==> src/rtl/lba48_pkg.sv <==
package lba48_pkg;

  // Task-file register offsets used by this loader
  localparam logic [2:0] TF_COUNT  = 3'd2;
  localparam logic [2:0] TF_DEVSEL = 3'd6;
  localparam logic [2:0] TF_CMD    = 3'd7;

  // Eight split writes plus drive/head plus command
  localparam int unsigned NUM_WRITES = 10;
  localparam int unsigned SPLIT_WRITES = 8;

  typedef struct packed {
    logic [47:0] lba;
    logic [15:0] count;
    logic        drv;
    logic [7:0]  cmd;
  } tf_req_t;

  typedef struct packed {
    logic [2:0] addr;
    logic [7:0] data;
  } tf_write_t;

  // Drive/head byte for 48-bit addressing: legacy bits 7 and 5, LBA bit 6
  function automatic logic [7:0] devsel_byte(input logic drv);
    return {3'b111, drv, 4'b0000};
  endfunction

endpackage

==> src/rtl/lba48_seq_ctrl.sv <==
module lba48_seq_ctrl #(
  parameter int unsigned STB_CYCLES = 2,
  parameter int unsigned NUM_STEPS  = 10,
  localparam int unsigned CW = (STB_CYCLES < 2) ? 1 : $clog2(STB_CYCLES),
  localparam int unsigned SW = $clog2(NUM_STEPS)
) (
  input  logic          clk,
  input  logic          rst_n,
  input  logic          start,
  input  logic          wr_ready,
  output logic          load,
  output logic          busy,
  output logic          done,
  output logic [SW-1:0] step
);

  localparam logic [CW-1:0] WIN_LAST  = CW'(STB_CYCLES - 1);
  localparam logic [SW-1:0] STEP_LAST = SW'(NUM_STEPS - 1);

  logic [CW-1:0] stb_q;
  logic [SW-1:0] step_q;
  logic          busy_q;
  logic          done_q;
  logic          win_end;
  logic          accept;

  assign win_end = (stb_q == WIN_LAST);
  assign accept  = busy_q && win_end && wr_ready;
  assign load    = start && !busy_q;

  always_ff @(posedge clk) begin
    if (!rst_n) begin
      stb_q  <= '0;
      step_q <= '0;
      busy_q <= 1'b0;
      done_q <= 1'b0;
    end else begin
      done_q <= 1'b0;
      if (load) begin
        busy_q <= 1'b1;
        step_q <= '0;
        stb_q  <= '0;
      end else if (busy_q) begin
        if (accept) begin
          stb_q <= '0;
          if (step_q == STEP_LAST) begin
            busy_q <= 1'b0;
            done_q <= 1'b1;
          end else begin
            step_q <= step_q + 1'b1;
          end
        end else if (!win_end) begin
          stb_q <= stb_q + 1'b1;
        end
      end
    end
  end

  assign busy = busy_q;
  assign done = done_q;
  assign step = step_q;

endmodule

==> src/rtl/lba48_byte_mux.sv <==
module lba48_byte_mux
  import lba48_pkg::*;
#(
  parameter int unsigned SW = 4
) (
  input  tf_req_t       req,
  input  logic [SW-1:0] step,
  output tf_write_t     wr
);

  logic       hi_half;
  logic [1:0] lane;
  logic [2:0] byte_idx;
  logic [5:0] shamt;
  logic [47:0] shifted;

  assign hi_half  = ~step[2];
  assign lane     = step[1:0];
  // Address lane n (1..3) carries byte n-1 of the low half or byte n+2 of the high half
  assign byte_idx = 3'(lane) - 3'd1 + (hi_half ? 3'd3 : 3'd0);
  assign shamt    = {byte_idx, 3'b000};
  assign shifted  = req.lba >> shamt;

  always_comb begin
    wr = '{addr: TF_CMD, data: req.cmd};
    if (step < SW'(SPLIT_WRITES)) begin
      if (lane == 2'd0) begin
        wr.addr = TF_COUNT;
        wr.data = hi_half ? req.count[15:8] : req.count[7:0];
      end else begin
        wr.addr = TF_COUNT + 3'(lane);
        wr.data = shifted[7:0];
      end
    end else if (step == SW'(SPLIT_WRITES)) begin
      wr.addr = TF_DEVSEL;
      wr.data = devsel_byte(req.drv);
    end
  end

endmodule

==> src/rtl/lba48_req_reg.sv <==
module lba48_req_reg
  import lba48_pkg::*;
(
  input  logic    clk,
  input  logic    rst_n,
  input  logic    load,
  input  tf_req_t req_in,
  output tf_req_t req_q
);

  always_ff @(posedge clk) begin
    if (!rst_n) req_q <= '0;
    else if (load) req_q <= req_in;
  end

endmodule

==> src/rtl/lba48_taskfile_loader.sv <==
module lba48_taskfile_loader
  import lba48_pkg::*;
#(
  parameter int unsigned STB_CYCLES = 2
) (
  input  logic        clk,
  input  logic        rst_n,
  input  logic        start,
  input  logic [47:0] blk_addr,
  input  logic [15:0] sec_count,
  input  logic        drv_sel,
  input  logic [7:0]  cmd_code,
  output logic        busy,
  output logic        done,
  output logic        wr_valid,
  input  logic        wr_ready,
  output logic [2:0]  wr_addr,
  output logic [7:0]  wr_data
);

  localparam int unsigned SW = $clog2(NUM_WRITES);

  logic          load;
  logic [SW-1:0] step;
  tf_req_t       req_in;
  tf_req_t       req_q;
  tf_write_t     cur_wr;

  assign req_in = '{lba: blk_addr, count: sec_count, drv: drv_sel, cmd: cmd_code};

  lba48_req_reg u_req (
    .clk    (clk),
    .rst_n  (rst_n),
    .load   (load),
    .req_in (req_in),
    .req_q  (req_q)
  );

  lba48_seq_ctrl #(
    .STB_CYCLES (STB_CYCLES),
    .NUM_STEPS  (NUM_WRITES)
  ) u_ctrl (
    .clk      (clk),
    .rst_n    (rst_n),
    .start    (start),
    .wr_ready (wr_ready),
    .load     (load),
    .busy     (busy),
    .done     (done),
    .step     (step)
  );

  lba48_byte_mux #(.SW(SW)) u_mux (
    .req  (req_q),
    .step (step),
    .wr   (cur_wr)
  );

  assign wr_valid = busy;
  assign wr_addr  = cur_wr.addr;
  assign wr_data  = cur_wr.data;

endmodule

==> config.mk <==
export PLATFORM = sky130hd
export DESIGN_NAME = lba48_taskfile_loader
export DESIGN_NICKNAME = d
export VERILOG_FILES = /design/src/rtl/lba48_pkg.sv /design/src/rtl/lba48_seq_ctrl.sv /design/src/rtl/lba48_byte_mux.sv /design/src/rtl/lba48_req_reg.sv /design/src/rtl/lba48_taskfile_loader.sv
export SDC_FILE = /design/constraint.sdc
export NUM_CORES = 1
export LEC_CHECK = 0
export ABC_AREA = 1
export BUFFER_PORTS_ARGS = -buffer_cell sky130_fd_sc_hd__buf_2
export CAP_MARGIN = 20
export CORE_ASPECT_RATIO = 0.9
export CORE_MARGIN = 8
export CORE_UTILIZATION = 50
export CTS_CLUSTER_SIZE = 40
export DETAILED_ROUTE_END_ITERATION = 8
export GPL_TIMING_DRIVEN = 1
export PLACE_DENSITY = 0.82
export SYNTH_ARGS = -nofsm -noshare
export SYNTH_HDL_FRONTEND = slang
export SYNTH_SLANG_ARGS = --single-unit
==> constraint.sdc <==
create_clock -name clk -period 2.1 [get_ports clk]
set_input_delay 0.105 -clock clk [delete_from_list [all_inputs] [get_ports clk]]
set_output_delay 0.105 -clock clk [all_outputs]
set_load 0.02 [all_outputs]
---- Word level (Yosys, flattened, before mapping) ----
Cells that the tools add are included.
operators by class
  $add $sub $neg .......................... 5
  $mul .................................... 0
  div/mod/pow operators ................... 0
  magnitude comparators ................... 1
  equal/unequal tests ..................... 2
  shift operators ......................... 1
  multiplexer cells ....................... 12
  bitwise logic cells ..................... 4
  reduce and logical (&&, ||, !) cells .... 8
operators with widths
  cell                                                                 count
  48-bit by 6-bit >> shifter with 8-bit output                         1
  11-bit two-way mux                                                   2
  9-bit two-way mux                                                    1
  4-bit equality test (second input constant)                          2
  8-bit two-way mux                                                    1
  1-bit two-way mux                                                    7
  4-bit by 1-bit adder with 4-bit output (second input constant)       1
  4-bit less-than comparator (second input constant)                   1
  1-bit inverter                                                       4
  4-bit OR reduction                                                   1
  2-bit by 2-bit adder with 3-bit output (first input constant)        1
  3-bit adder                                                          1
  1-bit logical AND                                                    3
  3-bit AND reduction                                                  1
  2-bit by 1-bit subtractor with 3-bit output (second input constant)  1
  2-bit zero test                                                      1
  2-bit two-way mux                                                    1
  2-bit OR reduction                                                   1
  1-bit adder (second input constant)                                  1
  1-bit zero test                                                      1
word-level totals
  bits in registers ....................... 80
  latch bits .............................. 0
  memory bits (writable) .................. 0
  memory bits (read-only) ................. 0
  bits of input ports ..................... 77
  output and inout port bits .............. 14
  word-level logic and storage cells ...... 41
  memories kept ........................... 0

---- Depth between registers and ports, before layout ----
Gate-level depths: netlist (run 1).
  depth after elaboration ................. 5
  mapped depth ............................ 15
  depth with buffers taken out ............ 14

---- Hierarchy ----
Synthesis (run 1) repeated with hierarchy kept, for this count alone.
second synthesis, totals
  cells, all modules ...................... 737
  area total of the unflattened synthesis .. 4371.7 um2
by module, submodules not included
  module                 instances  cells each  area an instance (um2)  sequential area each (um2)
  lba48_req_reg          1          462         3042.9                  1461.4
  lba48_byte_mux         1          224         972.2                   0.0
  lba48_seq_ctrl         1          50          349.1                   140.1
  lba48_taskfile_loader  1          1           7.5                     0.0

---- Worst setup path after synthesis (run 1) ----
OpenSTA, ideal clock, no wires.
  path type ............................... flip-flop to output port
  from .................................... register u_ctrl.step_q[1], in the netlist u_ctrl.step[1]
  to ...................................... output port wr_data[7]
  data arrival time ....................... 1.909 ns
  data required time ...................... 1.995 ns
  slack ................................... 0.086 ns
  stages on the path, launching flop included .. 14
  path buffers ............................ 2
  cells stage by stage .................... dfxtp_1 -> inv_1 -> ha_1 -> inv_1 -> ha_1 -> buf_6 -> buf_2 -> nand2_1 -> nand2_1 -> nand2_1 -> nand2_1 -> nand2_1 -> nand2_1 -> a21oi_2
between the ends
  cells in the longest elaborated chain, start to end .. 5
  elaborated cells between the ends (all ways) .. 9
  classes of those cells .................. add/sub: 2; order compare: 1; eq/ne: 1; shift: 1; mux: 3; reduce/logical: 1
RTL lines
  what                                          RTL line                     text
  from (decl)                                   lba48_seq_ctrl.sv:21         logic [SW-1:0] step_q;
  from (signal assigned)                        lba48_seq_ctrl.sv:50         step_q <= step_q + 1'b1;
  2-bit by 1-bit subtractor with 3-bit output   lba48_byte_mux.sv:20         assign byte_idx = 3'(lane) - 3'd1 + (hi_half ? 3'd3 : 3'd0);
  3-bit adder                                   lba48_byte_mux.sv:20
  48-bit by 6-bit >> shifter with 8-bit output  lba48_byte_mux.sv:22         assign shifted = req.lba >> shamt;
  11-bit two-way mux                            lba48_byte_mux.sv:27         if (lane == 2'd0) begin
  11-bit two-way mux *                          lba48_byte_mux.sv:26         if (step < SW'(SPLIT_WRITES)) begin
  to (decl)                                     lba48_taskfile_loader.sv:18  output logic [7:0] wr_data
Mark *: on every way between the ends. The rest lies on a longest branch, timed or not.

---- Worst setup path in the final report (run 1) ----
  from .................................... register u_ctrl.step_q[1], in the netlist u_ctrl.step[1]
  to ...................................... output port wr_data[3]
The elaborated chain is that of the path after synthesis.

==> results of run 1 <==
worst register-to-register path, stage by stage, from the launching register on:
cell	delay, ps
dfxtp_2	350
inv_2	60
buf_4	130
buf_4	140
ha_1	170
nand3_1	130
nor2_1	80
nor4_1	370
repair_timing:
action | 4_1_cts | 5_1_grt
resized for setup | 38 | 32
hold buffers | 18 | 0
setup endpoints to repair | 8 | 9
endpoints found under the hold margin | 18 | 0
pin swaps | 15 | 23
gates cloned | 3 | 0
buffers inserted | 4 | 0
power by group:
| group | internal (uW) | switching [uW] | total [uW] |
|---|---|---|---|
| clock | 489 | 569 | 1060 |
| sequential | 1630 | 51.3 | 1680 |
| combinational | 230 | 314 | 545 |
| total | 2350 | 935 | 3280 |
cell families (layout without fill, tap and decap cells):
family | after synthesis | count (layout)
fa+ha+maj | 7 | 7
buf+inv | 75 | 183
flops | 80 | 80
xor+xnor | 1 | 1
simple gates | 273 | 273
compound gates | 123 | 123
routing by layer:
layer	wire, um	vias up
li1	-	1969
met1	4698	1816
met2	5196	186
met3	919	44
met4	370	0
met5	0	-
registers in the layout, summed over array words and instances (netlist names):
signal and cells:
u_ctrl.step 4, u_ctrl.busy 1, u_ctrl.done 1, u_ctrl.stb_q 1, u_req.req_q 73
area by class of cell:
cell class                 instances  area share
clock inverter                     4    0.005824
clock buffer                      11     0.03064
tap                               96     0.02431
inverter                          42     0.03393
multi-input combinational        404      0.3963
timing repair buffer             126      0.1841
sequential                        80      0.3249
cells in the final DEF (no fill, tap or decap), drive strengths merged, types with 3 or more instances in the layout:
master       Yosys  layout
ha               7       7
a21oi           40      40
dlygate4sd3      0      18
dfxtp           80      80
inv             41      43
clkbuf          13      11
buf             20     108
nor3             3       3
nor2           127     127
nand2          127     127
o21ai           82      82
nand3           14      14
per-stage QoR:
step	hold slack [ps]	power, uW
after floorplan	269.1	2004
after global placement	353.9	2152
after detailed placement	362.4	2170
after CTS	0.5028	3261
after global routing	29.14	3426
final	4.170	3283
worst paths after layout:
kind                      to  cells after the start
max               wr_data[3]                     16
min          u_req.req_q[40]                      3
max reg2reg   u_ctrl.step[2]                      7
min reg2reg  u_req.req_q[53]                      2
==> impl_metrics.csv, run 1 <==
group,metric,value,unit
outcome,status,"finished with violations",
outcome,violations,"negative setup slack",
finish,multi_input_area,1958,um^2
worst_hold_path,min_path_type,"in -> reg",
timing,finalCritPeriodShare,1.177,
timing,rsz0062_at_grt,"yes",
timing,fin_crit,2472,ps
timing,setup_violations,9,
placed_design,io_buffers,90,
finish,n_antenna_cell,0,
placed_design,place_area,4258,um^2
logic_synthesis,ys_ff_latch,80,
grt,grt_max_degree,64,
grt,grt.busiest_layer,"met2",
setup_path,cp_max_fo,10,
setup_path,crit_start,"u_ctrl.step[1]",
clock_tree,insertion_delay,360,ps
drt,postRouteAntennaNets,0,
logic_synthesis,synthXorXnorAreaFrac,0.007343,
finish,layout-drive-gt1-share,0.2669,
placed_design,gp_congestion,0.8770,
drt,wirelength,11.19,mm
floorplan,core_area,7395,um^2
logic_synthesis,synthArstFlopShare,0,
timing,final.setup.worst_slack,-372.0,ps
finish,fillers,584,
flow_run,cap_violations,0,
grt,overflow,0,
floorplan,io_pins,91,
setup_path,max_stage_delay,350,ps
placed_design,dp.cells,724,
setup_path,crit_required,2000,ps
placed_design,hpwl,7.329,mm
drt,drtPass1Iterations,5,
finish,finish.utilization,0.6682,
pwr,max-vdd-ir-drop,380.1,uV
setup_path,cp-start-kind,"register",
logic_synthesis,synth_top_flop_cell,"dfxtp_1",
logic_synthesis,yosys.area.top_type,"dfxtp_1",
timing,slew_violations,0,
grt,use_met2,0.3329,
setup_path,setup.worst_path.class,"reg -> out",
drt,via_per_inst,5.262,
grt,use_met3,0.06057,
setup_path,cp_common_cell,"nand2_1",
logic_synthesis,synth_top_area_frac,0.4272,
logic_synthesis,syn-cell-area,3749,um^2
grt,antenna_found_initial,0,
setup_path,rrSetupSlack,550,ps
setup_path,critPathBufInv,5,
drt,wl_per_cell,14.66,um
setup_path,cp_cell_sequence,"inv_2, ha_4, inv_4, ha_4, buf_6, inv_8, nand2_4, nand3_2, nand2_2, nand2_1, nand2_1, nand2_1, nand2_1, nand2_1, nand2_1, buf_6",
drt,drt_iter0_drc,416,
timing,tns,-2477,ps
floorplan,rows,30,
logic_synthesis,ys_top_cells_by_count,"nand2_1 (125), nor2_1 (125), o21ai_0 (82)",
grt,grt_pass1_wl,17.82,mm
grt,grtUsageMet1,0.2526,
logic_synthesis,synth-seq-area-share,0.4272,
placed_design,place_ws,-18.55,ps
setup_path,cp_slowest_cell,"dfxtp_2",
floorplan,die_y,98.14,um
clock_tree,cts.sink_count,80,
clock_tree,numCtsBuffers,9,
setup_path,path_delay_family,"simple AND/OR/NAND/NOR gates",
worst_hold_path,hp-start,"blk_addr[15]",
clock_tree,htreeDepth,3,
logic_synthesis,synth_top_family_by_area,"simple AND/OR/NAND/NOR gates",
drt,drc_errors,0,
floorplan,die_w,107.3,um
timing,worst_slew_pin_slew,499.6,ps
logic_synthesis,avgSynthCellArea,6.706,um^2
grt,grt_pass1_vias,3818,
logic_synthesis,synthTopCellsByArea,"dfxtp_1 (43%), nand2_1 (13%), nor2_1 (13%), o21ai_0 (11%), a21oi_1 (4.9%)",
logic_synthesis,ys_warn_count,0,
clock_tree,clockBufferDepth,2,
setup_path,cp-end-kind,"output pin",
logic_synthesis,synth.net_count,643,
logic_synthesis,synthAdderAreaFrac,0.02336,
setup_path,worst_ep_arrival_time,2370,ps
clock_tree,clk_pin_slew_worst_paths,80,ps
drt,vias,4015,
finish,fin_nets,747,
logic_synthesis,synth_compound_area_frac,0.1679,
timing,hold_viol,0,
timing,fin_skew,6.562,ps
timing,max-slew-margin-rel,0.6669,
timing,max_freq,0.4045,GHz
floorplan,dieArea,10530,um^2
floorplan,initial_core_util,0.5069,
pwr,p_leak,0.002330,uW
finish,final_cells,763,
logic_synthesis,synthDistinctLibCells,23,
logic_synthesis,synth-edff-count,0,
finish,seqCellArea,1605,um^2
grt,track_usage,0.2083,
logic_synthesis,synthCells,559,
logic_synthesis,synth_mux_area_frac,0,
pwr,power.density,664.5,nW/um^2
finish,design_area,4941,um^2
setup_path,r2r-start,"u_ctrl.step[1]",
clock_tree,cts_tree,"built",
logic_synthesis,synth-simple-area-share,0.2844,
clock_tree,ctsRootBufferMaster,"clkbuf_8",
finish,syn2layout_area_growth,31.81,%
Power figures use the tool's default switching activity.
==> inputs of run 2 (changes only) <==
- ABC_CLOCK_PERIOD_IN_PS: unset -> 2100
- SETUP_SLACK_MARGIN: unset -> 0.3
==> run 2 against run 1 <==
Compared with the run above:
- the run still ends with negative setup slack left
- combinational power decreased by 2%
- via count decreased by 3.2%
- sequential share of layout area decreased by 0.057 points
- cell count decreased by 0.66%
- core utilization increased by 0.17 points
- critical path depth decreased by 1
- power increased by 8.6%
- count of clock-buffer cells in the layout decreased by 1
- flip-flop and latch count unchanged
- hold slack got worse by 4.0 ps
==> impl_metrics.csv, run 2 (synthesis gave the netlist of run 1 again) <==
group,metric,value,unit
drt,wl_per_cell,14.05,um
timing,setup_violations,8,
finish,n_antenna_cell,0,
placed_design,dp.cells,723,
pwr,p_switching,922.5,uW
setup_path,cp.depth,15,
finish,layout.cells.most_common_list,"nor2_1 (125), nand2_1 (107), o21ai_0 (81), buf_2 (81), dfxtp_1 (76)",
setup_path,cp_cell_sequence,"inv_2, ha_4, inv_2, ha_4, buf_6, nand2_1, nand3_2, nand2_1, nand2_1, nand2_1, nand2_1, nand2_1, nand2_1, nand2_2, buf_6",
clock_tree,numCtsBuffers,9,
placed_design,place_ws,46.53,ps
floorplan,dieArea,10530,um^2
drt,drtPass1Iterations,5,
finish,syn2layout_area_growth,32.14,%
finish,layout-drive-gt1-share,0.2644,
pwr,p_comb_frac,0.150,
timing,max-slew-margin-rel,0.6298,
finish,fin_nets,742,
setup_path,cp_common_cell,"nand2_1",
drt,drc_errors,0,
clock_tree,ctsRootBufferMaster,"clkbuf_8",
setup_path,crit_required,2000,ps
timing,slew_violations,0,
setup_path,setup.worst_path.class,"reg -> out",
floorplan,rows,30,
setup_path,r2r-start,"u_ctrl.busy",
setup_path,cp_slowest_cell,"dfxtp_2",
timing,max_freq,0.4119,GHz
drt,wirelength,10.65,mm
pwr,p_int,2644,uW
placed_design,hpwl,7.136,mm
timing,hold_viol,0,
setup_path,cp-end-kind,"output pin",
finish,fillers,594,
pwr,max-vdd-ir-drop,340.8,uV
drt,postRouteAntennaNets,0,
grt,grt_pass1_vias,3819,
setup_path,cp-start-kind,"register",
clock_tree,htreeDepth,3,
drt,via_per_inst,5.127,
finish,largest_reg_flops,73,
setup_path,cp_max_fo,5,
floorplan,initial_core_util,0.5069,
floorplan,core_area,7395,um^2
setup_path,critPathBufInv,4,
setup_path,worst_ep_arrival_time,2320,ps
timing,finalCritPeriodShare,1.156,
worst_hold_path,min_path_type,"in -> reg",
setup_path,r2r_end,"u_ctrl.step[1]",
placed_design,io_buffers,90,
floorplan,io_pins,91,
pwr,power.density,720.1,nW/um^2
clock_tree,insertion_delay,360,ps
setup_path,r2r_cells,5,
finish,finish.utilization,0.6699,
grt,grt_pass1_wl,16.91,mm
finish,design_area,4954,um^2
clock_tree,cts.sink_count,80,
setup_path,max_stage_delay,350,ps
setup_path,endpoint,"wr_data[0]",
timing,rsz0062_at_grt,"yes",
grt,track_usage,0.1957,
drt,drt_iter0_drc,243,
clock_tree,clk_pin_slew_worst_paths,80,ps
outcome,status,"finished with violations",
clock_tree,cts_tree,"built",
pwr,clockPowerShare,0.379,
setup_path,crit_start,"u_ctrl.step[1]",
timing,fin_crit,2428,ps
setup_path,rrSetupSlack,600,ps
flow_run,cap_violations,0,
grt,antenna_found_initial,0,
placed_design,place_area,4303,um^2
floorplan,die_w,107.3,um
timing,fin_skew,9.414,ps
grt,overflow,0,
setup_path,path_delay_family,"simple AND/OR/NAND/NOR gates",
finish,regMostFlops,"u_req.req_q",
timing,final.setup.worst_slack,-327.8,ps
pwr,swShare,0.2586,
drt,vias,3886,
finish,final_common_cell,"nor2_1",
clock_tree,clockBufferDepth,2,
pwr,p_leak,0.002318,uW
floorplan,die_y,98.14,um
finish,final_cells,758,
grt,grt_max_degree,75,
timing,tns,-2068,ps
outcome,violations,"negative setup slack",
placed_design,gp_congestion,0.8568,
pwr,seq_power_share,0.471,
timing,worst_slew_pin_slew,554.7,ps
-- run 2: final cells by class --
cell class | count | area (um^2) | area share
clock buffers | 10 | 127.6 | 0.02576
repair buffers | 121 | 835.8 | 0.1687
well taps | 96 | 120.1 | 0.02425
clock inverters | 5 | 106.4 | 0.02147
flip-flops and latches | 80 | 1607 | 0.3243
inverters | 42 | 167.7 | 0.03385
multi-input cells | 404 | 1989 | 0.4016
-- run 2: timing repair --
item                                    4_1_cts  5_1_grt
setup buffers                                 2        1
endpoints found under the hold margin        15        0
cloned                                        0        2
hold buffers                                 15        0
pin swaps                                     0       10
endpoints found under the setup margin       10       10
resized for setup                            27       38
-- run 2: worst min-delay path by stage --
stage                 startpoint         endpoint  slack (ps)  depth (start not counted)
global route        sec_count[7]  u_req.req_q[16]          10                          3
detailed placement  sec_count[8]  u_req.req_q[17]         360                          3
global placement     cmd_code[0]   u_req.req_q[0]         360                          3
finish              sec_count[7]  u_req.req_q[16]         0.2                          3
floorplan            blk_addr[7]  u_req.req_q[32]         270                          2
CTS                 blk_addr[47]  u_req.req_q[72]           1                          3
-- run 2: power groups by stage --
| stage | clock [uW] | sequential [uW] | combinational, uW |
|---|---|---|---|
| after floorplan | 0 | 1700 | 309 |
| after detailed placement | 0 | 1710 | 462 |
| after global routing | 1430 | 1690 | 602 |
| after global placement | 0 | 1710 | 447 |
| after CTS | 1370 | 1680 | 503 |
| final | 1350 | 1680 | 535 |
-- run 2: per-stage QoR --
stage	hold slack (ps)	power, uW
6_report	0.1689	3567
5_1_grt	9.549	3724
4_1_cts	1.432	3546
3_5_place_dp	361.9	2176
3_3_place_gp	355.7	2156
2_1_floorplan	269.1	2010
-- run 2: routing by layer --
metal  wire length (um)  track usage
met1               4427       0.2323
met3                683      0.05003
met5                  0            0
met4                397       0.1038
met2               5140       0.3153
-- run 2: tightest hold or removal path, stage by stage --
cell     delay, ps
buf_2           70
o21ai_0         70
nor2_1          80
==> inputs of run 3 (changes only) <==
--- a/constraint.sdc
+++ b/constraint.sdc
@@ -3,2 +3,2 @@
 set_output_delay 0.105 -clock clk [all_outputs]
-set_load 0.02 [all_outputs]
+set_load 0.1 [all_outputs]
==> run 3 against run 2 <==
Compared with the run above:
- the flow finishes with violations (negative hold slack, negative setup slack)
- die area unchanged
- sequential share of layout area down 2.3 points
- wire length up 12%
- critical path depth up 1
- critical endpoint is now wr_data[2]
- largest power group unchanged
==> impl_metrics.csv, run 3 (synthesis gave the netlist of run 1 again) <==
group,metric,value,unit
floorplan,io_pins,91,
placed_design,io_buffers,90,
placed_design,gp_congestion,0.8741,
placed_design,hpwl,7.337,mm
drt,vias,4116,
outcome,status,"finished with violations",
timing,slew_violations,0,
timing,max-slew-margin-rel,0.6079,
placed_design,dp.cells,727,
worst_hold_path,min_path_type,"in -> reg",
placed_design,place_area,4526,um^2
clock_tree,ctsRootBufferMaster,"clkbuf_8",
clock_tree,htreeDepth,3,
clock_tree,cts_tree,"built",
timing,worst_slew_pin_slew,582.0,ps
pwr,max-vdd-ir-drop,501.5,uV
drt,drtPass1Iterations,6,
floorplan,core_area,7395,um^2
finish,regMostFlops,"u_req.req_q",
grt,grt_pass1_vias,3946,
timing,max_freq,0.3943,GHz
setup_path,r2r-start,"u_ctrl.step[1]",
finish,finish.utilization,0.7215,
floorplan,rows,30,
flow_run,cap_violations,0,
timing,tns,-2984,ps
timing,fin_skew,4.578,ps
finish,syn2layout_area_growth,42.32,%
clock_tree,clk_pin_slew_worst_paths,90,ps
grt,overflow,0,
drt,drt_iter0_drc,411,
setup_path,r2r_cells,8,
pwr,p_leak,0.002449,uW
floorplan,die_w,107.3,um
timing,hold_viol,5,
timing,setup_violations,8,
setup_path,crit_start,"u_ctrl.step[1]",
timing,fin_hold_ws,-10.54,ps
finish,fillers,528,
finish,layout-drive-gt1-share,0.2920,
grt,antenna_found_initial,0,
clock_tree,clockBufferDepth,2,
finish,final_common_cell,"nor2_1",
drt,wirelength,11.91,mm
setup_path,worst_ep_arrival_time,2430,ps
finish,n_antenna_cell,0,
finish,final_cells,774,
drt,wl_per_cell,15.38,um
grt,grt_pass1_wl,18.30,mm
setup_path,crit_required,2000,ps
floorplan,die_y,98.14,um
clock_tree,numCtsBuffers,9,
floorplan,initial_core_util,0.5069,
outcome,violations,"negative hold slack, negative setup slack",
floorplan,dieArea,10530,um^2
finish,fin_nets,757,
finish,layout.cells.most_common_list,"nor2_1 (121), nand2_1 (103), o21ai_0 (80), buf_2 (79), dfxtp_1 (75)",
drt,drc_errors,0,
drt,via_per_inst,5.318,
setup_path,cp_max_fo,10,
grt,track_usage,0.2146,
setup_path,endpoint,"wr_data[2]",
setup_path,cp-start-kind,"register",
timing,fin_crit,2536,ps
finish,largest_reg_flops,73,
setup_path,setup.worst_path.class,"reg -> out",
setup_path,rrSetupSlack,440,ps
setup_path,r2r_end,"u_ctrl.step[2]",
timing,final.setup.worst_slack,-436.1,ps
timing,finalCritPeriodShare,1.208,
pwr,power.density,710.7,nW/um^2
clock_tree,cts.sink_count,80,
drt,postRouteAntennaNets,0,
placed_design,place_ws,15.88,ps
grt,grt_max_degree,61,
timing,rsz0062_at_grt,"yes",
finish,design_area,5335,um^2
clock_tree,insertion_delay,370,ps
setup_path,cp-end-kind,"output pin",
[run 3: cell count changes in the layout (fill, tap and decap cells not counted), sizes merged]
cell | before | now
clkinv | 1 | 0
dlygate4sd3 | 15 | 18
buf | 105 | 118
clkbuf | 11 | 10
inv | 42 | 44
[run 3: worst min-delay path by stage]
stage,from,to,slack [ps],cells after the start
3_3_place_gp,sec_count[7],u_req.req_q[16],350,3
6_report,blk_addr[15],u_req.req_q[40],-10,3
5_1_grt,sec_count[9],u_req.req_q[18],6,3
4_1_cts,blk_addr[36],u_req.req_q[61],0.4,3
3_5_place_dp,sec_count[5],u_req.req_q[14],360,3
2_1_floorplan,blk_addr[7],u_req.req_q[32],270,2
[run 3: report_power, final]
group	internal, uW	switching (uW)
Clock	799	610
Sequential	1630	54.9
Combinational	268	431
Total	2700	1100
[run 3: area by class of cell]
cell class,count,area (um^2),area share
inverters,42,170.2,0.03189
clock inverters,6,115.1,0.02158
clock buffers,10,127.6,0.02392
flip-flops and latches,80,1608,0.3014
well taps,96,120.1,0.02251
multi-input cells,404,2115,0.3963
repair buffers,136,1080,0.2024
[run 3: critical path, stage by stage (launching register included)]
cell and delay, ps:
dfxtp_2 340, inv_2 50, ha_4 260, inv_4 30, ha_4 300, buf_6 130, inv_8 50, nand2_2 90
nand3_2 80, nand2_1 90, nand2_1 70, nand2_1 90, nand2_1 60, nand2_1 70, nand2_2 90, nand2_8 80
buf_12 160
[run 3: per-stage QoR]
stage                     hold WS, ps  power (uW)
after floorplan                 269.1        2125
after global placement          353.1        2317
after detailed placement        361.1        2335
after CTS                      0.4356        3750
after global routing            6.272        3933
final                          -10.54        3792
[run 3: timing repair]
item | 4_1_cts | 5_1_grt
resized for setup | 49 | 27
endpoints found under the hold margin | 18 | 0
buffers inserted | 10 | 1
pin swaps | 5 | 23
hold buffers | 18 | 0
endpoints found under the setup margin | 11 | 11
gates cloned | 2 | 0
[run 3: layer usage]
layer	global-route usage	up-vias	part of all wire
li1	-	1990	-
met1	0.2520	1884	0.40
met2	0.3571	196	0.49
met3	0.06057	46	0.076
met4	0.08649	0	0.030
met5	0	-	0
